[config.mk]
export PLATFORM = sky130hd
export DESIGN_NAME = rx_fifo_timeout
export DESIGN_NICKNAME = d
export VERILOG_FILES = /design/src/rtl/rxf_pkg.sv /design/src/rtl/rxf_store.sv /design/src/rtl/rxf_trig.sv /design/src/rtl/rxf_tmo.sv /design/src/rtl/rx_fifo_timeout.sv
export SDC_FILE = /design/constraint.sdc
export NUM_CORES = 1
export LEC_CHECK = 0
export BUFFER_PORTS_ARGS = -buffer_cell sky130_fd_sc_hd__clkbuf_2
export CAP_MARGIN = 30
export CORE_ASPECT_RATIO = 1.1
export CORE_MARGIN = 10
export CORE_UTILIZATION = 30
export DETAILED_ROUTE_END_ITERATION = 12
export PLACE_DENSITY = 0.44
export SLEW_MARGIN = 15
export SYNTH_ARGS = -nofsm -noshare
export SYNTH_HDL_FRONTEND = slang
export SYNTH_SLANG_ARGS = --single-unit
[constraint.sdc]
create_clock -name clk -period 5.92 [get_ports clk]
set_input_delay 1.776 -clock clk [delete_from_list [all_inputs] [get_ports clk]]
set_output_delay 1.776 -clock clk [all_outputs]
set_load 0.005 [all_outputs]
[src/rtl/rxf_pkg.sv]
package rxf_pkg;

    typedef enum logic [1:0] {
        OCC_EMPTY   = 2'd0,
        OCC_PARTIAL = 2'd1,
        OCC_FULL    = 2'd2
    } occ_state_e;

    typedef enum logic [1:0] {
        TMO_IDLE  = 2'd0,
        TMO_WAIT  = 2'd1,
        TMO_FIRED = 2'd2
    } tmo_state_e;

    typedef enum logic [1:0] {
        TRIG_SINGLE = 2'd0,
        TRIG_LOW    = 2'd1,
        TRIG_MID    = 2'd2,
        TRIG_HIGH   = 2'd3
    } trig_code_e;

endpackage

[src/rtl/rxf_store.sv]
module rxf_store
    import rxf_pkg::*;
#(
    parameter  int DEPTH = 16,
    parameter  int DW    = 8,
    localparam int AW    = (DEPTH > 1) ? $clog2(DEPTH) : 1,
    localparam int LW    = $clog2(DEPTH + 1)
) (
    input  logic          clk,
    input  logic          rst_n,
    input  logic          wr_req,
    input  logic [DW-1:0] wr_data,
    input  logic          rd_req,
    output logic [DW-1:0] rd_data,
    output logic [LW-1:0] level,
    output logic          full,
    output logic          empty,
    output logic          wr_acc,
    output logic          rd_acc
);

    localparam logic [LW-1:0] LVL_MAX  = LW'(DEPTH);
    localparam logic [LW-1:0] LVL_LAST = LW'(DEPTH - 1);
    localparam logic [AW-1:0] PTR_END  = AW'(DEPTH - 1);

    logic [DW-1:0] mem [DEPTH];
    logic [AW-1:0] wr_ptr, rd_ptr;
    occ_state_e    occ_q, occ_d;

    assign full    = (occ_q == OCC_FULL);
    assign empty   = (occ_q == OCC_EMPTY);
    assign rd_acc  = rd_req && !empty;
    assign wr_acc  = wr_req && (!full || rd_req);
    assign rd_data = mem[rd_ptr];

    // occupancy state register
    always_ff @(posedge clk) begin
        if (!rst_n) occ_q <= OCC_EMPTY;
        else        occ_q <= occ_d;
    end

    // occupancy transitions
    always_comb begin
        occ_d = occ_q;
        unique case (occ_q)
            OCC_EMPTY: begin
                if (wr_acc) occ_d = (DEPTH == 1) ? OCC_FULL : OCC_PARTIAL;
            end
            OCC_PARTIAL: begin
                if (wr_acc && !rd_acc && level == LVL_LAST)
                    occ_d = OCC_FULL;
                else if (rd_acc && !wr_acc && level == LW'(1))
                    occ_d = OCC_EMPTY;
            end
            OCC_FULL: begin
                if (rd_acc && !wr_acc) occ_d = (DEPTH == 1) ? OCC_EMPTY : OCC_PARTIAL;
            end
            default: occ_d = OCC_EMPTY;
        endcase
    end

    always_ff @(posedge clk) begin
        if (!rst_n) begin
            wr_ptr <= '0;
            rd_ptr <= '0;
            level  <= '0;
        end else begin
            if (wr_acc) wr_ptr <= (wr_ptr == PTR_END) ? '0 : wr_ptr + AW'(1);
            if (rd_acc) rd_ptr <= (rd_ptr == PTR_END) ? '0 : rd_ptr + AW'(1);
            if (wr_acc && !rd_acc)      level <= level + LW'(1);
            else if (rd_acc && !wr_acc) level <= level - LW'(1);
        end
    end

    always_ff @(posedge clk) begin
        if (wr_acc) mem[wr_ptr] <= wr_data;
    end

    a_r1_level_bound: assert property (@(posedge clk) disable iff (!rst_n)
        level <= LVL_MAX);

    a_r1_state_agrees: assert property (@(posedge clk) disable iff (!rst_n)
        ((occ_q == OCC_FULL) == (level == LVL_MAX)) &&
        ((occ_q == OCC_EMPTY) == (level == '0)));

    a_r3_full_blocks: assert property (@(posedge clk) disable iff (!rst_n)
        (level == LVL_MAX && wr_req && !rd_req) |=> ($stable(wr_ptr) && level == LVL_MAX));

    a_r5_full_both: assert property (@(posedge clk) disable iff (!rst_n)
        (level == LVL_MAX && wr_req && rd_req) |=> level == LVL_MAX);

    a_r6_empty_pop: assert property (@(posedge clk) disable iff (!rst_n)
        (level == '0 && rd_req && !wr_req) |=> level == '0);

endmodule

[src/rtl/rxf_trig.sv]
module rxf_trig
    import rxf_pkg::*;
#(
    parameter  int DEPTH  = 16,
    parameter  int LVL_A  = 1,
    parameter  int LVL_B  = 4,
    parameter  int LVL_C  = 8,
    parameter  int LVL_D  = 14,
    localparam int LW     = $clog2(DEPTH + 1)
) (
    input  logic [1:0]    trig_sel,
    input  logic [LW-1:0] level,
    input  logic          irq_en,
    output logic          irq
);

    logic [LW-1:0] thresh;
    trig_code_e    code;

    assign code = trig_code_e'(trig_sel);

    always_comb begin
        unique case (code)
            TRIG_SINGLE: thresh = LW'(LVL_A);
            TRIG_LOW:    thresh = LW'(LVL_B);
            TRIG_MID:    thresh = LW'(LVL_C);
            TRIG_HIGH:   thresh = LW'(LVL_D);
            default:     thresh = LW'(LVL_A);
        endcase
    end

    assign irq = irq_en && (level >= thresh);

endmodule

[src/rtl/rxf_tmo.sv]
module rxf_tmo
    import rxf_pkg::*;
#(
    parameter  int DEPTH     = 16,
    parameter  int TMO_CHARS = 4,
    localparam int LW        = $clog2(DEPTH + 1),
    localparam int CW        = $clog2(TMO_CHARS + 1)
) (
    input  logic          clk,
    input  logic          rst_n,
    input  logic          wr_acc,
    input  logic          rd_acc,
    input  logic [LW-1:0] level,
    input  logic          char_tick,
    input  logic          irq_en,
    output logic          irq
);

    localparam logic [CW-1:0] CNT_LAST = CW'(TMO_CHARS - 1);

    tmo_state_e    st_q, st_d;
    logic [CW-1:0] cnt_q, cnt_d;
    logic          access;
    logic          fired;

    assign access = wr_acc || rd_acc;

    // state register
    always_ff @(posedge clk) begin
        if (!rst_n) begin
            st_q  <= TMO_IDLE;
            cnt_q <= '0;
        end else begin
            st_q  <= st_d;
            cnt_q <= cnt_d;
        end
    end

    // transitions
    always_comb begin
        st_d  = st_q;
        cnt_d = cnt_q;
        if (access) begin
            cnt_d = '0;
            st_d  = (wr_acc || level > LW'(1)) ? TMO_WAIT : TMO_IDLE;
        end else begin
            unique case (st_q)
                TMO_IDLE:  cnt_d = '0;
                TMO_WAIT: begin
                    if (char_tick) begin
                        if (cnt_q == CNT_LAST) begin
                            st_d  = TMO_FIRED;
                            cnt_d = CW'(TMO_CHARS);
                        end else begin
                            cnt_d = cnt_q + CW'(1);
                        end
                    end
                end
                TMO_FIRED: cnt_d = CW'(TMO_CHARS);
                default:   st_d  = TMO_IDLE;
            endcase
        end
    end

    // outputs
    always_comb begin
        fired = (st_q == TMO_FIRED);
        irq   = fired && irq_en;
    end

    a_r7_never_empty: assert property (@(posedge clk) disable iff (!rst_n)
        (level == '0) |-> !fired);

    a_r7_fires_on_tick: assert property (@(posedge clk) disable iff (!rst_n)
        $rose(fired) |-> ($past(char_tick) && $past(cnt_q) == CNT_LAST));

    a_r8_access_clears: assert property (@(posedge clk) disable iff (!rst_n)
        access |=> (!fired && cnt_q == '0));

endmodule

[src/rtl/rx_fifo_timeout.sv]
module rx_fifo_timeout
    import rxf_pkg::*;
#(
    parameter  int DEPTH     = 16,
    parameter  int DW        = 8,
    parameter  int TMO_CHARS = 4,
    parameter  int LVL_A     = 1,
    parameter  int LVL_B     = 4,
    parameter  int LVL_C     = 8,
    parameter  int LVL_D     = 14,
    localparam int LW        = $clog2(DEPTH + 1)
) (
    input  logic          clk,
    input  logic          rst_n,
    input  logic          rx_valid,
    input  logic [DW-1:0] rx_data,
    input  logic          rd_en,
    output logic [DW-1:0] rd_data,
    input  logic [1:0]    trig_sel,
    input  logic          rx_irq_en,
    input  logic          char_tick,
    input  logic          ovr_clr,
    output logic [LW-1:0] level,
    output logic          overrun,
    output logic          data_irq,
    output logic          timeout_irq
);

    logic full, empty, wr_acc, rd_acc, drop;

    rxf_store #(.DEPTH(DEPTH), .DW(DW)) store_i (
        .clk     (clk),
        .rst_n   (rst_n),
        .wr_req  (rx_valid),
        .wr_data (rx_data),
        .rd_req  (rd_en),
        .rd_data (rd_data),
        .level   (level),
        .full    (full),
        .empty   (empty),
        .wr_acc  (wr_acc),
        .rd_acc  (rd_acc)
    );

    rxf_trig #(
        .DEPTH(DEPTH), .LVL_A(LVL_A), .LVL_B(LVL_B), .LVL_C(LVL_C), .LVL_D(LVL_D)
    ) trig_i (
        .trig_sel (trig_sel),
        .level    (level),
        .irq_en   (rx_irq_en),
        .irq      (data_irq)
    );

    rxf_tmo #(.DEPTH(DEPTH), .TMO_CHARS(TMO_CHARS)) tmo_i (
        .clk       (clk),
        .rst_n     (rst_n),
        .wr_acc    (wr_acc),
        .rd_acc    (rd_acc),
        .level     (level),
        .char_tick (char_tick),
        .irq_en    (rx_irq_en),
        .irq       (timeout_irq)
    );

    assign drop = rx_valid && !wr_acc;

    always_ff @(posedge clk) begin
        if (!rst_n)       overrun <= 1'b0;
        else if (drop)    overrun <= 1'b1;
        else if (ovr_clr) overrun <= 1'b0;
    end

    a_r4_overrun_set: assert property (@(posedge clk) disable iff (!rst_n)
        (full && rx_valid && !rd_en) |=> overrun);

    a_r4_overrun_sticky: assert property (@(posedge clk) disable iff (!rst_n)
        (overrun && !ovr_clr) |=> overrun);

    a_r5_no_false_overrun: assert property (@(posedge clk) disable iff (!rst_n)
        (!overrun && full && rx_valid && rd_en) |=> !overrun);

    a_r9_gated: assert property (@(posedge clk) disable iff (!rst_n)
        !rx_irq_en |-> (!data_irq && !timeout_irq));

endmodule

Word level (Yosys, flattened, before mapping)
Memories as Yosys holds them, arrays and structs flattened. A register that Yosys moved wholly into a read port is not among the register bits.
Index checks and enable logic that the tools add are counted.
{"block": "totals", "input_bits": 17, "elab_cells": 86, "memories": 1, "ram_bits": 128, "register_bits": 21, "out_inout_bits": 16}
{"memory": "store_i.mem", "words": 16, "width": 8, "rd": 1, "rd_ports_with_merged_regs": 1, "wr": 1, "line": "rxf_store.sv:26", "text": "logic [DW-1:0] mem [DEPTH];"}
{"block": "classes", "bitwise_logic": 1, "n_addsub": 5, "mux": 24, "order_cmp": 2, "n_reduce_logical": 27, "eq_ne": 19}
{"operator": "$pmux W5 S4", "n": 1}
{"operator": "$mux W4", "n": 4}
{"operator": "$mux W2", "n": 7}
{"operator": "$mux W5", "n": 2}
{"operator": "$logic_and A1 B1 Y1", "n": 9}
{"operator": "$pmux W3 S3", "n": 1}
{"operator": "$add A4 B1 Y4 const B", "n": 2}
{"operator": "$eq A2 B2 Y1 const B", "n": 4}
{"operator": "$eq A4 B4 Y1 const B", "n": 2}
{"operator": "$eq A2 B1 Y1 const B", "n": 3}
{"operator": "$logic_not A2 Y1", "n": 3}
{"operator": "$mux W3", "n": 2}
{"operator": "$ne A2 B2 Y1 const B", "n": 3}
{"operator": "$ne A3 B1 Y1 const B", "n": 2}
{"operator": "$pmux W2 S3", "n": 1}
{"operator": "$reduce_and A3 Y1", "n": 2}
{"operator": "$add A5 B1 Y5 const B", "n": 1}
{"operator": "$eq A5 B1 Y1 const B", "n": 1}
{"operator": "$eq A5 B4 Y1 const B", "n": 1}
{"operator": "$ge A5 B5 Y1", "n": 1}
{"operator": "$gt A5 B1 Y1 const B", "n": 1}
{"operator": "$mux W1", "n": 5}
{"operator": "$sub A5 B1 Y5 const B", "n": 1}
{"operator": "$logic_not A1 Y1", "n": 4}
{"operator": "other kinds (11)", "n": 15}

Logic depth before layout (Yosys ltp)
Gate-level depths: netlist of run 1.
{"block": "depth", "depth_word": 10, "ltp_mapped": 9, "ltp_nobuf": 8}

Hierarchy
Synthesis of run 1 repeated with hierarchy kept, for this count alone.
{"block": "unflattened", "hier_cells": 393, "hier_area_um2": 6512.5}
{"mod": "rxf_store", "area_each_um2": 5999.5, "instances": 1, "seq_area_each_um2": 4224.1, "cells_per_inst": 334}
{"mod": "rxf_tmo", "area_each_um2": 360.3, "instances": 1, "seq_area_each_um2": 100.1, "cells_per_inst": 40}
{"mod": "rxf_trig", "area_each_um2": 108.9, "instances": 1, "seq_area_each_um2": 0.0, "cells_per_inst": 15}
{"mod": "rx_fifo_timeout", "area_each_um2": 43.8, "instances": 1, "seq_area_each_um2": 20.0, "cells_per_inst": 4}

Worst setup path after synthesis of run 1
OpenSTA, ideal clock, no wires.
{"block": "synth_timing", "kind": "input to output", "startpoint": "in trig_sel[0]", "endpoint": "out data_irq", "path_stages": 5, "required_time_ns": 4.144, "slack_ns": 1.711, "n_path_buf": 0, "arrival_ns": 2.433, "path_cell_list": "nand2_1 -> ha_1 -> a21boi_0 -> o21ai_0 -> a21oi_1"}
{"block": "synth_between", "elab_chain_cells": 4, "elab_cells_between_ends": 7, "cone_classes": "1 x order compare; 3 x eq/ne; 1 x mux; 2 x reduce/logical"}
{"item": "start: declaration", "line": "rx_fifo_timeout.sv:19", "text": "input logic [1:0] trig_sel,"}
{"item": "$eq A2 B2 Y1, or another cell as far along", "line": "rxf_trig.sv:23", "text": "unique case (code)"}
{"item": "$pmux W5 S4 *", "line": "rxf_trig.sv:23"}
{"item": "$ge A5 B5 Y1 *", "line": "rxf_trig.sv:32", "text": "assign irq = irq_en && (level >= thresh);"}
{"item": "$logic_and A1 B1 Y1 *", "line": "rxf_trig.sv:32"}
{"item": "end: declaration", "line": "rx_fifo_timeout.sv:25", "text": "output logic data_irq,"}
Mark *: on every way between the ends. The rest lies on a longest branch, timed or not. The select of a mux whose other input is x is not followed.

==> summary.txt, run 1 <==
Global route
  – Initial antenna violation count: 0
  – Grt total ovfl: 0
  – Vias in the first global route: 3672
  – First-pass GRT wire length: 21.8 mm
  – Largest net degree at the start of global routing: 24
  – GRT Util Overall: 10.4%

Synthesis
  – Number of library cell types mapped by synthesis: 50
  – XOR/XNOR Fraction of Synth Area: 0.813%
  – Seq cells post-synth: 153
  – Top FF cell, synth: edfxtp_1
  – Yosys warning count: 0
  – Synth Cell Area: 6470 um2
  – Net count after synthesis: 427
  – Sequential fraction of the synthesis area: 67.2%
  – Largest family of logic cells by synthesized area: multiplexers
  – Compound-Gate Fraction of Synth Area: 5.30%
  – Synth Area in Adders: 4.26%
  – Number of flops mapped to enable cells by yosys: 128
  – Syn avg cell area: 16.7 um2
  – Async set-reset flop share out of synthesis: 0%
  – Post-Synth Simple-Gate Area: 7.22%
  – Post-synthesis mux area share: 12.4%
  – Cells after Synth: 388

Pwr
  – VDD IR max: 0.187 mV
  – Pleak: 0.00261 uW
  – PD cells: 326 nW/um2

Drt
  – WL/cell: 18.9 um
  – Initial DRT Pass Iterations: 4
  – DR iter-0 viols: 164
  – Via Count: 3480
  – Overall routed net length: 13.9 mm
  – Via density: 4.73
  – ANT nets after route: 0
  – DRC: 0

Clocking
  – # hold bufs at CTS: 0
  – Root Driver: clkbuf_16
  – Clock Latency Late Sink: 410 ps
  – CTS clk-pin slew, worst paths: 60 ps
  – Clock Path Buffers: 2
  – CTS resizes: 0
  – CTS buffer count: 17
  – TritonCTS clock tree: done
  – Clock Sink Count: 153
  – H-tree level count: 4
  – Post-CTS setup buffer count: 0

Final layout
  – Area of the multi-input gates: 1970 um2
  – Utilization after layout: 35.6%
  – Register area: 4350 um2
  – # diodes: 0
  – Fill count: 2061
  – Area growth from synthesis to layout: 17.4%
  – Share of layout cells above drive strength 1: 21.6%
  – Layout net count: 471

Worst setup path
  – Type of origin of the critical path: register
  – Crit-path max FO: 23
  – Data arrival, critical path: 2790 ps
  – CP endpoint kind: primary output
  – Crit path required time: 4140 ps
  – CP Class: register to primary output

Placed design
  – DP Wirelength: 9.43 mm
  – Setup WS pre-CTS: 1420 ps
  – Port Buffers: 32
  – GPL Wtd Cong: 0.720

Die
  – Core area: 21300 um2
  – Die H: 174 um
  – Die area: 27800 um2
  – Die width: 160 um
  – Row count: 56
  – IO Count: 33
  – Initial Utilization: 30.4%

STA
  – Period utilization: 77.2%
  – Final setup vio count: 0
  – Worst slew margin: 39.0%
  – Fin worst setup slack: 1350 ps
  – Minimum clock period: 4570 ps
  – Post-route setup TNS: 0 ps
  – Final Hold Vio Count: 0
  – Worst-Margin Slew: 912 ps
  – Max Fclk: 0.219 GHz
  – RSZ-0062 raised after global routing: false
  – Skew final: 3.54 ps
  – Fin. max-slew vios: 0

Job
  – MaxCap Viol Count: 0

Outcome
  – Outcome: completed

Hold path
  – HP Class: register to register
-- worst paths after layout --
path / from / endpoint / slack, ps / cells after the start
worst max-delay path: register / rd_data[2] / 1350 / 5
worst min-delay path: tmo_i.cnt_q[1] / tmo_i.cnt_q[1] / 470 / 2
worst max register to register: store_i.occ_q[1] / store_i.level[3] / 3300 / 8
worst min register to register: tmo_i.cnt_q[1] / tmo_i.cnt_q[1] / 470 / 2
-- flip-flops by register name, summed over array words and instances (netlist names), named ones only --
signal / flops
store_i.rd_ptr: 4
store_i.wr_ptr: 4
overrun: 1
tmo_i.cnt_q: 3
store_i.occ_q: 2
store_i.level: 5
tmo_i.st_q: 2
store_i.mem: 128
-- metrics by stage --
stage          area (um2)  power [uW]  instances  hold WS, ps
2_1_floorplan        6470        1330        388          435
3_3_place_gp         6960        1390        701          450
3_5_place_dp         6980        1390        703          455
4_1_cts              7590        2510        735          464
5_1_grt              7590        2580        735          488
6_report             7590        2470        735          468
-- synthesized netlist by cell type, drive strengths merged (2+ instances only) --
master         number  area (um2)
nand4b              2        17.5
nor4b               4        35.0
xor2                4        35.0
nor2               21        78.8
nor3                4        20.0
nand3               7        35.0
and4                3        26.3
nand2              25        96.4
clkdlybuf4s25       2        20.0
and3                4        25.0
buf                 8        67.6
nor2b               3        18.8
clkbuf              5        18.8
a22oi              16         120
or4                 2        15.0
mux4               32         788
inv                17        63.8
a21boi              2        15.0
dfxtp              25         500
xnor2               2        17.5
a311oi              2        17.5
ha                 22         275
a21oi              16        80.1
and2                6        37.5
o21ai               6        30.0
a211oi              2        20.0
edfxtp            128        3840
-- critical path, stage by stage (launching register included) --
cell,delay [ps]
dfxtp_2,860
buf_4,370
mux4_1,580
a22oi_1,280
nand2_1,130
clkbuf_2,130
-- logic make-up after synthesis --
logic type,count (synthesis)
AOI/OAI and AO/OA,51
xor gates and xnor gates,6
adders and majority gates,22
buffers and inverters,34
DFF,153
muxes,33
and+or+nand+nor,89
-- cells in the final DEF (no fill, tap or decap), drive strengths merged, types with 6 or more instances in the layout --
master,n
buf,9
and2,6
clkbuf,51
mux4,32
a22oi,16
a21oi,16
o21ai,6
clkinv,6
ha,22
nand3,7
nand2,25
nor2,21
edfxtp,128
dfxtp,25
inv,17
-- power by group --
group	switching [uW]	total, uW	internal, uW
Sequential	25.8	1210	1180
Combinational	81.8	153	70.8
Clock	410	1110	702
-- layout make-up --
| class | count | area share (%) |
|---|---|---|
| multi-input combinational | 201 | 25.9 |
| sequential | 153 | 57.2 |
| clock inverter | 13 | 2.36 |
| inverter | 18 | 0.890 |
| clock buffer | 19 | 5.70 |
| tap | 290 | 4.78 |
| timing repair buffer | 41 | 3.15 |
-- layer usage --
metal / share of wire (%) / global-route usage [%] / vias up
li1: - / - / 1625
met5: 0 / 0 / -
met2: 49 / 16.9 / 71
met4: 1.8 / 4.02 / 0
met1: 45 / 12.7 / 1768
met3: 4.0 / 3.12 / 16
Power figures use the tool's default switching activity.
==> run 2, diff against run 1 <==
clock period = 4.5 ns   (was 5.92 ns; I/O delays follow)
==> run 2 against run 1 <==
Final area decreased by 1.1%. Clock power rose by 18%. Register-to-register slack lost 1400 ps. Clock-buffer cell count is 2 lower. Combinational power is 33% higher. Largest cell class unchanged. Highest routed layer unchanged.
==> summary.txt, run 2 (same netlist as run 1, synthesis figures left out) <==
Outcome
  – Outcome: completed

Placed design
  – GPL Wtd Cong: 0.731
  – Port Buffers: 32
  – DP Wirelength: 9.30 mm
  – Cells after DPL: 700
  – Post-DP Area: 6970 um2

Final layout
  – Max reg flops: 128
  – Most frequent cells in the layout: 128 x edfxtp_1, 32 x clkbuf_2, 24 x nand2_1, 24 x dfxtp_1, 22 x ha_1
  – Share of layout cells above drive strength 1: 20.8%
  – Fill count: 2068
  – Most common cell after layout, fill and taps aside: edfxtp_1
  – Final Instance Count excl. Fillers: 732
  – Top Registers: store_i.mem (128), store_i.level (5)
  – Cell area after layout: 7510 um2
  – Layout net count: 468
  – Largest Register: store_i.mem
  – Area growth from synthesis to layout: 16.1%
  – # diodes: 0

Clocking
  – Root Driver: clkbuf_16
  – CTS clk-pin slew, worst paths: 60 ps
  – CTS buffer count: 17
  – Post-CTS setup buffer count: 0
  – Clock Path Buffers: 2
  – Clock Sink Count: 153
  – CTS resizes: 0
  – TritonCTS clock tree: done
  – H-tree level count: 4
  – Clock Latency Late Sink: 420 ps
  – # hold bufs at CTS: 0

Pwr
  – PD cells: 413 nW/um2
  – Pwr Total: 3100 uW
  – VDD IR max: 0.233 mV
  – Pleak: 0.00257 uW

STA
  – Period utilization: 85.1%
  – Final setup vio count: 0
  – Fin. max-slew vios: 0
  – RSZ-0062 raised after global routing: false
  – Minimum clock period: 3830 ps
  – Post-route setup TNS: 0 ps
  – Hold Slack: 468 ps
  – Final Hold Vio Count: 0
  – Max Fclk: 0.261 GHz
  – Worst-Margin Slew: 922 ps
  – Worst slew margin: 38.3%
  – Skew final: 7.64 ps

Worst setup path
  – Crit-path slowest cell: dfxtp_2
  – Worst path max stage delay: 800 ps
  – R2R depth: 8
  – RR Startpoint: store_i.occ_q[1]
  – CP endpoint: rd_data[3]
  – Crit path required time: 3150 ps
  – Reg2reg end: store_i.level[3]
  – CP Class: register to primary output
  – CP Cell Sequence: buf_4, mux4_1, a22oi_1, nand2_1, clkbuf_2
  – CP endpoint kind: primary output
  – Crit-path max FO: 23
  – Flop-to-flop setup slack: 1880 ps
  – Type of origin of the critical path: register
  – Data arrival, critical path: 2480 ps

Drt
  – WL/cell: 19.2 um
  – Overall routed net length: 14.0 mm
  – Initial DRT Pass Iterations: 4
  – ANT nets after route: 0
  – Via density: 4.72
  – Via Count: 3456
  – DR iter-0 viols: 225
  – DRC: 0

Job
  – MaxCap Viol Count: 0

Die
  – Row count: 56
  – Die area: 27800 um2
  – Initial Utilization: 30.4%
  – Die width: 160 um
  – IO Count: 33
  – Core area: 21300 um2
  – Die H: 174 um

Global route
  – Largest net degree at the start of global routing: 33
  – Vias in the first global route: 3705
  – Grt total ovfl: 0
  – First-pass GRT wire length: 22.0 mm
  – Initial antenna violation count: 0
  – GRT Util Overall: 10.4%

Hold path
  – HP Class: register to register
[run 2: metrics by stage]
| stage | setup WS [ps] | utilization [%] |
|---|---|---|
| after CTS | 532 | 35.3 |
| final | 672 | 35.3 |
| after global placement | 902 | 32.7 |
| after floorplan | 1140 | - |
| after detailed placement | 850 | 32.7 |
| after global routing | 486 | 35.3 |
[run 2: cell type report]
cell class                 count  area (um2)  share of cell area, %
inverter                      18        67.6                  0.900
tap                          290         363                   4.83
clock buffer                  17         425                   5.66
multi-input combinational    201        1990                   26.5
timing repair buffer          38         205                   2.73
sequential                   153        4350                   57.9
clock inverter                15         115                   1.53
[run 2: worst min-delay path by stage]
stage,from,endpoint,slack [ps],depth (start not counted)
after floorplan,tmo_i.cnt_q[1],tmo_i.cnt_q[1],430,2
after global routing,tmo_i.cnt_q[1],tmo_i.cnt_q[1],510,2
after global placement,tmo_i.cnt_q[1],tmo_i.cnt_q[1],450,2
after detailed placement,tmo_i.cnt_q[1],tmo_i.cnt_q[1],470,2
final,tmo_i.cnt_q[1],tmo_i.cnt_q[1],470,2
after CTS,tmo_i.cnt_q[1],tmo_i.cnt_q[1],480,2
[run 2: critical path, delay by kind of cell, from the launching register on]
| family | cells | cell delay [ps] |
|---|---|---|
| buffers and inverters | 2 | 420 |
| flip-flops | 1 | 800 |
| AO/OA/AOI/OAI | 1 | 190 |
| multiplexers | 1 | 560 |
| AND/OR/NAND/NOR | 1 | 70 |
[run 2: metal layers]
metal  wire length, um  global-route usage, %  vias up
met3               511                   2.72       13
li1                  -                      -     1622
met2              6930                   17.0       75
met4               163                   3.79        0
met1              6420                   13.0     1746
met5                 0                      0        -
[run 2: power by group]
group / switching, uW / internal, uW
registers: 32.3 / 1560
clock network: 590 / 716
logic: 110 / 94.0
total: 733 / 2370
==> run 3, diff against run 2 <==
clock period = 4.1 ns   (was 4.5 ns; I/O delays follow)
==> run 3 against run 2 <==
Final area up 1.2%. Clock skew up 5.1 ps. Final cell count down 0.14%. Sequential share of layout area down 0.69 points. Via count up 0.98%. First-iteration DRC count down 30%. Critical path depth up 3. Largest cell class unchanged. Largest power group unchanged.
==> summary.txt, run 3 (same netlist as run 1, synthesis figures left out) <==
Placed design
  – GPL Wtd Cong: 0.714
  – DP Wirelength: 9.42 mm
  – Port Buffers: 32

STA
  – Fin. max-slew vios: 0
  – RSZ-0062 raised after global routing: false
  – Skew final: 12.7 ps
  – Minimum clock period: 3460 ps
  – Final Hold Vio Count: 0
  – Post-route setup TNS: 0 ps
  – Final setup vio count: 0
  – Max Fclk: 0.289 GHz
  – Worst slew margin: 39.5%
  – Period utilization: 84.3%
  – Worst-Margin Slew: 903 ps

Clocking
  – CTS buffer count: 17
  – Root Driver: clkbuf_16
  – Clock Sink Count: 153
  – CTS clk-pin slew, worst paths: 60 ps
  – Clock Latency Late Sink: 420 ps
  – H-tree level count: 4
  – CTS resizes: 0
  – # hold bufs at CTS: 0
  – Post-CTS setup buffer count: 0
  – Clock Path Buffers: 2
  – TritonCTS clock tree: done

Die
  – Die H: 174 um
  – Row count: 56
  – Core area: 21300 um2
  – IO Count: 33
  – Die area: 27800 um2
  – Initial Utilization: 30.4%
  – Die width: 160 um

Hold path
  – HP Class: register to register
  – Worst hold stages: 2

Final layout
  – Register area: 4350 um2
  – Area growth from synthesis to layout: 17.5%
  – Fill count: 2078
  – Layout net count: 467
  – Utilization after layout: 35.7%
  – Area of the multi-input gates: 1980 um2
  – Max reg flops: 128
  – # diodes: 0
  – Share of layout cells above drive strength 1: 20.2%
  – Top Registers: store_i.mem (128), store_i.level (5)
  – Most common cell after layout, fill and taps aside: edfxtp_1
  – Most frequent cells in the layout: 128 x edfxtp_1, 32 x clkbuf_2, 24 x nand2_1, 24 x dfxtp_1, 22 x ha_1
  – Largest Register: store_i.mem

Drt
  – Via density: 4.77
  – ANT nets after route: 0
  – DR iter-0 viols: 158
  – WL/cell: 19.6 um
  – DRC: 0
  – Initial DRT Pass Iterations: 4
  – Overall routed net length: 14.4 mm
  – Via Count: 3490

Global route
  – Initial antenna violation count: 0
  – First-pass GRT wire length: 22.3 mm
  – GRT Util Overall: 10.5%
  – Grt total ovfl: 0
  – Vias in the first global route: 3782
  – Largest net degree at the start of global routing: 33

Pwr
  – Pleak: 0.00261 uW
  – Pwr Total: 3650 uW
  – PD cells: 480 nW/um2
  – VDD IR max: 0.249 mV

Worst setup path
  – CP endpoint kind: primary output
  – R2R depth: 8
  – Most used cell, CP: clkbuf_2
  – Crit-path slowest cell: ha_1
  – Crit-path max FO: 3
  – CP Cell Sequence: clkbuf_2, nor2_1, ha_1, inv_1, a21boi_0, o21ai_0, a21oi_1, clkbuf_2
  – Crit path required time: 2870 ps
  – Data arrival, critical path: 2230 ps
  – CP Class: input pin to primary output
  – Worst path max stage delay: 270 ps
  – Type of origin of the critical path: input pin

Job
  – MaxCap Viol Count: 0

Outcome
  – Outcome: completed
==> run 3: per-layer routing <==
layer | share of wire [%] | vias to the layer above | track usage, % | wire length (um)
met4 | 0.61 | 0 | 3.33 | 87
met3 | 2.8 | 8 | 3.17 | 405
met2 | 51 | 61 | 17.6 | 7330
met5 | 0 | - | 0 | 0
li1 | - | 1615 | - | -
met1 | 46 | 1806 | 12.8 | 6540
==> run 3: critical path: cells and delay by family <==
| family | cells | cell delay (ps) |
|---|---|---|
| buf+inv | 3 | 280 |
| compound gates | 3 | 390 |
| simple gates | 1 | 60 |
| fa+ha+maj | 1 | 270 |
==> run 3: path summary, 6_finish.rpt <==
kind                    start               end  slack [ps]
min            tmo_i.cnt_q[1]    tmo_i.cnt_q[1]         460
min reg2reg    tmo_i.cnt_q[1]    tmo_i.cnt_q[1]         460
max reg2reg  store_i.occ_q[1]  store_i.level[3]        1460
max               trig_sel[1]          data_irq         640
==> run 3: per-stage QoR <==
stage,worst slack [ps],instance area [um2],hold slack (ps),cells
after global placement,709,6970,446,699
after detailed placement,590,6970,456,699
final,643,7600,465,731
after global routing,577,7600,483,731
after CTS,626,7600,464,731
after floorplan,983,6470,435,388
==> run 3: layout make-up <==
class / count / share of cell area, %
clock inverters: 12 / 2.60
clock buffers: 20 / 5.75
well taps: 290 / 4.77
repair buffers: 37 / 2.77
multi-input cells: 201 / 26.0
flip-flops and latches: 153 / 57.2
inverters: 18 / 0.889
==> run 3: report_power, final <==
part	internal (uW)	switching, uW
Clock	1080	597
Combinational	104	130
Sequential	1710	29.2
